==> src/rtl/sif_pkg.sv <==
package sif_pkg;

    localparam int ADDR_W      = 3;
    localparam int DATA_W      = 10;
    localparam int DAC_W       = 8;
    localparam int SHORT_W     = 8;
    localparam int MID_GAIN_W  = 9;
    localparam int CLAMP_W     = 7;
    localparam int SYNC_STAGES = 2;

    localparam int HDR_BITS   = 1 + ADDR_W;
    localparam int FRAME_BITS = HDR_BITS + DATA_W;
    localparam int SHORT_BITS = HDR_BITS + SHORT_W;
    localparam int CNT_W      = $clog2(FRAME_BITS + 1);

    localparam logic [ADDR_W-1:0] ADR_CTRL = ADDR_W'(0);
    localparam logic [ADDR_W-1:0] ADR_GAIN = ADDR_W'(1);
    localparam logic [ADDR_W-1:0] ADR_DACA = ADDR_W'(2);
    localparam logic [ADDR_W-1:0] ADR_DACB = ADDR_W'(3);
    localparam logic [ADDR_W-1:0] ADR_MISC = ADDR_W'(4);

    localparam logic [DATA_W-1:0] MID_MASK = DATA_W'((1 << MID_GAIN_W) - 1);

    typedef enum logic [1:0] {
        MODE_DIRECT = 2'b00,
        MODE_AUX    = 2'b01,
        MODE_MID    = 2'b10,
        MODE_IMAGE  = 2'b11
    } op_mode_e;

    typedef struct packed {
        logic [1:0] clamp_sel;
        logic [1:0] pwr;
        logic [1:0] clk_pol;
        logic [1:0] out_mode;
        op_mode_e   op;
    } ctrl_t;

    localparam ctrl_t CTRL_DEFAULT = '{clamp_sel: 2'b00, pwr: 2'b00,
                                       clk_pol: 2'b00, out_mode: 2'b00,
                                       op: MODE_IMAGE};

    function automatic logic [CLAMP_W-1:0] clamp_level(input logic [1:0] sel);
        case (sel)
            2'b00:   return CLAMP_W'(32);
            2'b01:   return CLAMP_W'(48);
            2'b10:   return CLAMP_W'(64);
            default: return CLAMP_W'(16);
        endcase
    endfunction

endpackage

==> src/rtl/sif_sync.sv <==
module sif_sync #(
    parameter int          W      = 1,
    parameter int          STAGES = 2,
    parameter logic [W-1:0] INIT  = '0
) (
    input  logic         clk,
    input  logic         rst,
    input  logic [W-1:0] din,
    output logic [W-1:0] dout
);
    logic [STAGES-1:0][W-1:0] stg;

    always_ff @(posedge clk) begin
        if (rst) begin
            stg <= {STAGES{INIT}};
        end else begin
            stg[0] <= din;
            for (int i = 1; i < STAGES; i++) begin
                stg[i] <= stg[i-1];
            end
        end
    end

    assign dout = stg[STAGES-1];
endmodule

==> src/rtl/sif_shifter.sv <==
module sif_shifter
    import sif_pkg::*;
(
    input  logic              clk,
    input  logic              rst,
    input  logic              load_lvl,
    input  logic              load_rise,
    input  logic              sclk_rise,
    input  logic              sdi_lvl,
    input  logic              short_ok,
    output logic [CNT_W-1:0]  cnt,
    output logic              wr_en,
    output logic [ADDR_W-1:0] addr,
    output logic [DATA_W-1:0] data,
    output logic              rd_active
);
    logic [FRAME_BITS-1:0] sh;
    logic rnw, full, short_len;

    // Frame is live while the strobe is low; idle strobe clears the capture.
    always_ff @(posedge clk) begin
        if (rst || load_lvl) begin
            cnt <= '0;
            sh  <= '0;
        end else if (sclk_rise && (cnt < CNT_W'(FRAME_BITS))) begin
            sh[cnt] <= sdi_lvl;
            cnt     <= cnt + CNT_W'(1);
        end
    end

    assign rnw       = sh[0];
    assign addr      = sh[HDR_BITS-1:1];
    assign data      = sh[FRAME_BITS-1:HDR_BITS];
    assign full      = (cnt == CNT_W'(FRAME_BITS));
    assign short_len = short_ok && (cnt >= CNT_W'(SHORT_BITS));
    assign wr_en     = load_rise && !rnw && (full || short_len);
    assign rd_active = rnw && !load_lvl && (cnt >= CNT_W'(HDR_BITS));

    assert_cnt_cap_R4: assert property (@(posedge clk) disable iff (rst)
        cnt <= CNT_W'(FRAME_BITS));

    assert_idle_clear_R5: assert property (@(posedge clk) disable iff (rst)
        load_lvl |=> (cnt == '0));
endmodule

==> src/rtl/sif_regfile.sv <==
module sif_regfile
    import sif_pkg::*;
(
    input  logic               clk,
    input  logic               rst,
    input  logic               wr_en,
    input  logic [ADDR_W-1:0]  addr,
    input  logic [DATA_W-1:0]  wr_data,
    output logic               short_ok,
    output logic [DATA_W-1:0]  rdata,
    output logic [1:0]         op_mode,
    output logic [1:0]         out_mode,
    output logic [1:0]         clk_pol,
    output logic [1:0]         pwr_mode,
    output logic [CLAMP_W-1:0] clamp_code,
    output logic [DATA_W-1:0]  gain_code,
    output logic [DAC_W-1:0]   aux_dac_a,
    output logic [DAC_W-1:0]   aux_dac_b,
    output logic               offset_corr_en,
    output logic               aux_dac_run
);
    ctrl_t             ctrl_q;
    logic [DATA_W-1:0] gain_q;
    logic [DAC_W-1:0]  daca_q, dacb_q;
    logic              offs_q, run_q;

    assign short_ok = (ctrl_q.op == MODE_AUX) && (addr == ADR_GAIN);

    always_ff @(posedge clk) begin
        if (rst) begin
            ctrl_q <= CTRL_DEFAULT;
            gain_q <= '0;
            daca_q <= '0;
            dacb_q <= '0;
            offs_q <= 1'b0;
            run_q  <= 1'b0;
        end else if (wr_en) begin
            case (addr)
                ADR_CTRL: ctrl_q <= ctrl_t'(wr_data);
                ADR_GAIN: gain_q <= short_ok ? DATA_W'(wr_data[SHORT_W-1:0]) : wr_data;
                ADR_DACA: daca_q <= wr_data[DAC_W-1:0];
                ADR_DACB: dacb_q <= wr_data[DAC_W-1:0];
                ADR_MISC: begin
                    offs_q <= wr_data[0];
                    run_q  <= wr_data[1];
                end
                default: ;
            endcase
        end
    end

    always_comb begin
        case (addr)
            ADR_CTRL: rdata = ctrl_q;
            ADR_GAIN: rdata = gain_q;
            ADR_DACA: rdata = DATA_W'(daca_q);
            ADR_DACB: rdata = DATA_W'(dacb_q);
            ADR_MISC: rdata = DATA_W'({run_q, offs_q});
            default:  rdata = '0;
        endcase
    end

    assign op_mode        = ctrl_q.op;
    assign out_mode       = ctrl_q.out_mode;
    assign clk_pol        = ctrl_q.clk_pol;
    assign pwr_mode       = ctrl_q.pwr;
    assign clamp_code     = clamp_level(ctrl_q.clamp_sel);
    assign gain_code      = (ctrl_q.op == MODE_MID) ? (gain_q & MID_MASK) : gain_q;
    assign aux_dac_a      = daca_q;
    assign aux_dac_b      = dacb_q;
    assign offset_corr_en = offs_q;
    assign aux_dac_run    = run_q;

    assert_reset_R1: assert property (@(posedge clk)
        rst |=> (ctrl_q == CTRL_DEFAULT && gain_q == '0 && !run_q));

    assert_hold_R3: assert property (@(posedge clk) disable iff (rst)
        !wr_en |=> ($stable(ctrl_q) && $stable(gain_q) && $stable(daca_q)
                    && $stable(dacb_q) && $stable(run_q) && $stable(offs_q)));
endmodule

==> src/rtl/sif_rd_drv.sv <==
module sif_rd_drv
    import sif_pkg::*;
(
    input  logic              clk,
    input  logic              rst,
    input  logic              load_lvl,
    input  logic              sclk_fall,
    input  logic              rd_active,
    input  logic [CNT_W-1:0]  cnt,
    input  logic [DATA_W-1:0] rdata,
    output logic              sdo,
    output logic              sdo_oe
);
    logic [CNT_W-1:0] idx;

    assign idx = cnt - CNT_W'(HDR_BITS);

    always_ff @(posedge clk) begin
        if (rst || load_lvl) begin
            sdo    <= 1'b0;
            sdo_oe <= 1'b0;
        end else if (sclk_fall && rd_active) begin
            sdo_oe <= 1'b1;
            if (idx < CNT_W'(DATA_W)) begin
                sdo <= rdata[idx];
            end
        end
    end

    assert_oe_frame_R6: assert property (@(posedge clk) disable iff (rst)
        sdo_oe |-> !$past(load_lvl));
endmodule

==> src/rtl/sif_ctrl_port.sv <==
module sif_ctrl_port
    import sif_pkg::*;
(
    input  logic               clk,
    input  logic               rst,
    input  logic               sload,
    input  logic               sclk,
    input  logic               sdi,
    output logic               sdo,
    output logic               sdo_oe,
    output logic [1:0]         op_mode,
    output logic [1:0]         out_mode,
    output logic [1:0]         clk_pol,
    output logic [1:0]         pwr_mode,
    output logic [CLAMP_W-1:0] clamp_code,
    output logic [DATA_W-1:0]  gain_code,
    output logic [DAC_W-1:0]   aux_dac_a,
    output logic [DAC_W-1:0]   aux_dac_b,
    output logic               offset_corr_en,
    output logic               aux_dac_run
);
    logic [2:0]        pin_s;
    logic [1:0]        prv;
    logic              load_lvl, sclk_lvl, sdi_lvl;
    logic              load_rise, sclk_rise, sclk_fall;
    logic [CNT_W-1:0]  cnt;
    logic              wr_en, rd_active, short_ok;
    logic [ADDR_W-1:0] addr;
    logic [DATA_W-1:0] wr_data, rdata;

    sif_sync #(.W(3), .STAGES(SYNC_STAGES), .INIT(3'b001)) u_sync (
        .clk(clk), .rst(rst), .din({sdi, sclk, sload}), .dout(pin_s)
    );

    assign load_lvl = pin_s[0];
    assign sclk_lvl = pin_s[1];
    assign sdi_lvl  = pin_s[2];

    always_ff @(posedge clk) begin
        if (rst) prv <= 2'b01;
        else     prv <= {sclk_lvl, load_lvl};
    end

    assign load_rise = load_lvl & ~prv[0];
    assign sclk_rise = sclk_lvl & ~prv[1];
    assign sclk_fall = ~sclk_lvl & prv[1];

    sif_shifter u_shift (
        .clk(clk), .rst(rst), .load_lvl(load_lvl), .load_rise(load_rise),
        .sclk_rise(sclk_rise), .sdi_lvl(sdi_lvl), .short_ok(short_ok),
        .cnt(cnt), .wr_en(wr_en), .addr(addr), .data(wr_data),
        .rd_active(rd_active)
    );

    sif_regfile u_regs (
        .clk(clk), .rst(rst), .wr_en(wr_en), .addr(addr), .wr_data(wr_data),
        .short_ok(short_ok), .rdata(rdata), .op_mode(op_mode),
        .out_mode(out_mode), .clk_pol(clk_pol), .pwr_mode(pwr_mode),
        .clamp_code(clamp_code), .gain_code(gain_code),
        .aux_dac_a(aux_dac_a), .aux_dac_b(aux_dac_b),
        .offset_corr_en(offset_corr_en), .aux_dac_run(aux_dac_run)
    );

    sif_rd_drv u_rd (
        .clk(clk), .rst(rst), .load_lvl(load_lvl), .sclk_fall(sclk_fall),
        .rd_active(rd_active), .cnt(cnt), .rdata(rdata),
        .sdo(sdo), .sdo_oe(sdo_oe)
    );

    assert_no_write_idle_R3: assert property (@(posedge clk) disable iff (rst)
        wr_en |-> $past(!load_lvl));
endmodule

==> config.mk <==
export PLATFORM = sky130hd
export DESIGN_NAME = sif_ctrl_port
export DESIGN_NICKNAME = d
export VERILOG_FILES = /design/src/rtl/sif_pkg.sv /design/src/rtl/sif_sync.sv /design/src/rtl/sif_shifter.sv /design/src/rtl/sif_regfile.sv /design/src/rtl/sif_rd_drv.sv /design/src/rtl/sif_ctrl_port.sv
export SDC_FILE = /design/constraint.sdc
export NUM_CORES = 1
export LEC_CHECK = 0
export BUFFER_PORTS_ARGS = -buffer_cell sky130_fd_sc_hd__buf_2
export CORE_AREA = 2 2 99 101
export CTS_CLUSTER_SIZE = 30
export DETAILED_ROUTE_END_ITERATION = 6
export DIE_AREA = 0 0 101 103
export HOLD_SLACK_MARGIN = 0.05
export SLEW_MARGIN = 20
export SYNTH_ARGS = -nofsm -noshare
export SYNTH_HDL_FRONTEND = slang
export SYNTH_SLANG_ARGS = --single-unit
==> constraint.sdc <==
create_clock -name clk -period 1.9 [get_ports clk]
set_clock_uncertainty 0.15 [all_clocks]
set_input_delay 0.095 -clock clk [delete_from_list [all_inputs] [get_ports clk]]
set_output_delay 0.095 -clock clk [all_outputs]
set_load 0.01 [all_outputs]
==> results.txt <==
The internal power is 2.088 mW, and the number of synthesized flops with an enable pin is 0. Setup repair after global routing could not meet its margin everywhere. The library cell used most frequently in the layout, excluding fill and tap cells, is sky130_fd_sc_hd__dfxtp_1. Data on the critical path arrives at its endpoint at 1.87 ns. The die is 101 um wide. The remaining max-slew budget at the tightest pin is 57.57%.

At the pin with the least slew margin, the transition time is 0.6358 ns. The tools report the maximum clock frequency as 0.5535 GHz. The total negative slack came out at 0 ns. The area share of fa/ha/maj cells after synthesis came out at 3.560%. The mean number of vias per cell works out to 4.885. The run gives 971 as the number of filler instances in the final layout.

Counting every instance in the synthesized netlist gives 336. Of all flip-flops after synthesis, the portion carrying an async set or reset was 0%. Cell with the largest stage delay on the worst path: sky130_fd_sc_hd__or3_1. The synthesized netlist devotes 5.815% of its cell area to compound gates. The final route contains 2457 vias. The run gives 1.96 ns as the data required time at the worst endpoint.

The cell area that synthesis handed to floorplanning was 3163 um2. After clock tree synthesis, the clock-pin slew on the worst setup and hold paths is 0.06 ns. The first global-routing pass estimated 12460 um of wire. In the synthesized netlist, mux cells make up 18.83% of the area. Across every metal layer, demand over resource in global routing totals 15.80%.

Counting along the longest clock path gives a buffer depth of 2. The critical setup path kind is reg2reg. In the synthesized netlist the dominant register cell turns out to be sky130_fd_sc_hd__dfxtp_1. The tools report the total routed wirelength as 7749 um. The run gives 3 as the number of H-tree levels. The tightest min-delay check is of the reg2reg type. The initial utilization of the core area, before any placement, comes to 33.44%. After legalization and detailed placement, the total HPWL measured 5617 um. 50 I/O pins were placed. The root buffer cell chosen for the clock tree is sky130_fd_sc_hd__clkbuf_8. The tools report the number of buffers inserted during clock tree synthesis as 9.

Summed over all nets, the switching power comes to 0.5607 mW. Total power divided by cell area: 706.3 nW/um2. Per report_power, the clock group accounts for 45.3% of the total. The clock period minus worst slack works out to 1.807 ns. The average detailed-routed wire length per instance came out at 15.41 um. After the first detailed-routing iteration, the DRC count stood at 122. The number of synthesized register bits came out at 66. The critical path goes through nor3b_2 -> nand2_1 -> or3_1 -> buf_4 -> nand2_1 -> a21oi_1.

The run finished with clean final reports. IR analysis of the VDD net gives a maximum drop of 0.4753 mV. The xor-xnor portion of the synthesized cell area was 0.8307%; the vertical extent of the die was 103 um. In this run the worst path has a maximum fanout of 5.

The floorplan has 36 rows. During placement, the flow inserted port buffers numbering 45. The tools report the total of endpoints with negative setup slack in the final report as 0.

The growth of design area from synthesis to finish is 18.55%, and the length of the first detailed-routing pass in iterations is 4. For the worst slack at placement, the log shows -0.03214 ns. The max capacitance violation total came out at 0. Endpoint kind of the worst setup timing path: a flop. The later-pin clock latency in the skew report was 0.35 ns; the simple logic cell fraction of the synthesized area was 20.21%. The synthesized area divided by synthesized cell count was 9.414 um2; the static leakage power was 1.786 nW.

For this run, the number of Yosys warnings is 0. For this run, design rule violations remaining after detail routing come to 0. Summing all flip-flop and latch instances after layout gives 1329 um2.

The post-route netlist has 27.25% of its cells at a drive strength greater than 1. The run gives 2353 as the via count of the first global-routing pass. In the finished design, the share of the clock period the worst path needs comes to 95.09%. At the end of the flow, the number of nets in the layout was 398. The cell that appears most often on the critical path is sky130_fd_sc_hd__nand2_1. TritonCTS built the clock tree. The main combinational cell family by area after synthesis is simple AND/OR/NAND/NOR gates. The clock net sink count was 66.

The number of endpoints with negative hold slack in the final report was 0. Max-slew violation count: 0. The top cell types in the final layout, fill and taps aside, are sky130_fd_sc_hd__dfxtp_1 (62), sky130_fd_sc_hd__nor2_1 (52), sky130_fd_sc_hd__buf_2 (45), sky130_fd_sc_hd__mux2i_1 (43), sky130_fd_sc_hd__nand2_1 (28). Synthesis instantiated 43 different standard cells from the library. The number of routed nets with antenna violations is 0. The die covers 10400 um2. The worst setup path is launched from a flop.

The minimum setup slack in the final design was 0.09337 ns; the longest individual stage delay on the worst path was 0.40 ns. 0 antenna diodes ended up in the layout. The share of power burned in combinational logic was 2.1%; the multi-input gate area in the final layout was 1597 um2. The floorplan step defined a core boundary enclosing 9459 um2. The congestion estimate from routability-driven global placement came to 0.9193. Per report_power, the sequential group accounts for 52.6% of the total. The run gives 0 as the number of antenna violations at the first check in global routing. Entering global routing, the biggest net connects 46 pins.

The proportion of synthesized chip area in sequential cells was 41.77%; the switching fraction of total power was 21.17%. After global routing the overflow that remains totals 0.
## worst max-delay path: cells and delay by family (launching register included)
| kind | cells | cell delay, ns |
|---|---|---|
| AOI/OAI and AO/OA | 1 | 0.05 |
| buffers and inverters | 1 | 0.18 |
| DFF | 1 | 0.34 |
| and+or+nand+nor | 4 | 0.96 |
## final timing paths
check	from	depth (start not counted)	to	slack (ns)
worst max-delay path	u_shift.sh[0]	6	u_regs.gain_q[8]	0.09
worst min-delay path	u_sync.stg[0]	1	u_sync.dout[0]	0.26
worst max register to register	u_shift.sh[0]	6	u_regs.gain_q[8]	0.09
worst min register to register	u_sync.stg[0]	1	u_sync.dout[0]	0.26
## sequential cells by signal, indices dropped and copies added (netlist names)
name                   cells
u_shift.sh                14
u_regs.gain_q             10
u_regs.aux_dac_a           8
u_regs.aux_dac_b           8
u_shift.cnt                4
u_sync.dout                3
u_sync.stg                 3
prv                        2
u_regs.clk_pol             2
u_regs.ctrl_q              2
u_regs.op_mode             2
u_regs.out_mode            2
u_regs.pwr_mode            2
u_rd.sdo                   1
u_rd.sdo_oe                1
u_regs.aux_dac_run         1
u_regs.offset_corr_en      1
## routing by layer
metal / wire [um] / up-vias / track usage [%]
li1: - / 1225 / -
met1: 3552 / 1165 / 19.94
met2: 3681 / 59 / 26.21
met3: 415 / 8 / 3.797
met4: 99 / 0 / 6.133
met5: 0 / - / 0
## cell type report
class	count	area share (%)
repair buffers	73	12.21
inverters	7	0.7007
clock buffers	14	4.338
multi-input cells	227	42.58
well taps	114	3.804
flip-flops and latches	66	35.44
clock inverters	2	0.9343
## per-stage QoR
| stage | instances | area [um2] | util, % | hold WS, ns | power (mW) |
|---|---|---|---|---|---|
| after detailed placement | 483 | 3482 | 36.81 | 0.1435 | 1.478 |
| final | 503 | 3750 | 39.64 | 0.2620 | 2.649 |
| after global placement | 483 | 3482 | 36.81 | 0.1402 | 1.477 |
| after global routing | 503 | 3750 | 39.64 | 0.2841 | 2.741 |
| after CTS | 503 | 3731 | 39.44 | 0.2673 | 2.675 |
| after floorplan | 339 | 3176 | - | 0.04881 | 1.466 |
## power by group through the flow
stage	Clock (mW)	Combinational (mW)	Sequential, mW
6_report	1.20	0.0554	1.39
3_3_place_gp	0	0.0494	1.43
2_1_floorplan	0	0.0424	1.42
3_5_place_dp	0	0.0500	1.43
5_1_grt	1.29	0.0613	1.39
4_1_cts	1.22	0.0562	1.40
## synthesized netlist by cell type (2+ instances only)
cell type	number	area (um2)
sky130_fd_sc_hd__mux4_2	3	67.56
sky130_fd_sc_hd__nand4_1	3	18.77
sky130_fd_sc_hd__buf_6	2	22.52
sky130_fd_sc_hd__nor3_2	2	20.02
sky130_fd_sc_hd__nor2b_1	7	43.79
sky130_fd_sc_hd__clkbuf_1	9	33.78
sky130_fd_sc_hd__mux4_1	2	52.55
sky130_fd_sc_hd__and3b_1	2	17.52
sky130_fd_sc_hd__o21ai_0	2	10.01
sky130_fd_sc_hd__mux2i_1	43	430.4
sky130_fd_sc_hd__mux2_2	4	45.04
sky130_fd_sc_hd__a22oi_1	4	30.03
sky130_fd_sc_hd__buf_2	5	25.02
sky130_fd_sc_hd__and3_1	2	12.51
sky130_fd_sc_hd__nand2_1	28	105.1
sky130_fd_sc_hd__a21oi_1	12	60.06
sky130_fd_sc_hd__a31oi_1	3	18.77
sky130_fd_sc_hd__and2b_1	2	15.01
sky130_fd_sc_hd__xnor2_1	3	26.28
sky130_fd_sc_hd__buf_4	23	172.7
sky130_fd_sc_hd__nand3_1	20	100.1
sky130_fd_sc_hd__a211o_1	2	17.52
sky130_fd_sc_hd__nor3_1	2	10.01
sky130_fd_sc_hd__inv_1	7	26.28
sky130_fd_sc_hd__ha_1	9	112.6
sky130_fd_sc_hd__or2_2	2	12.51
sky130_fd_sc_hd__nor2_1	52	195.2
sky130_fd_sc_hd__dfxtp_1	66	1321
## timing repair
item	in CTS	in global routing
cloned	0	0
hold endpoints to repair	4	0
setup endpoints to repair	9	10
hold buffers	4	0
pin swaps	0	2
resized for setup	3	8
buffers inserted	0	0
## cells by family after synthesis
logic type,count (synthesis)
simple gates,131
other cells,1
flops,66
fa+ha+maj,9
xor+xnor,3
compound gates,28
buf+inv,46
mux,52
Power figures use the tool's default switching activity.
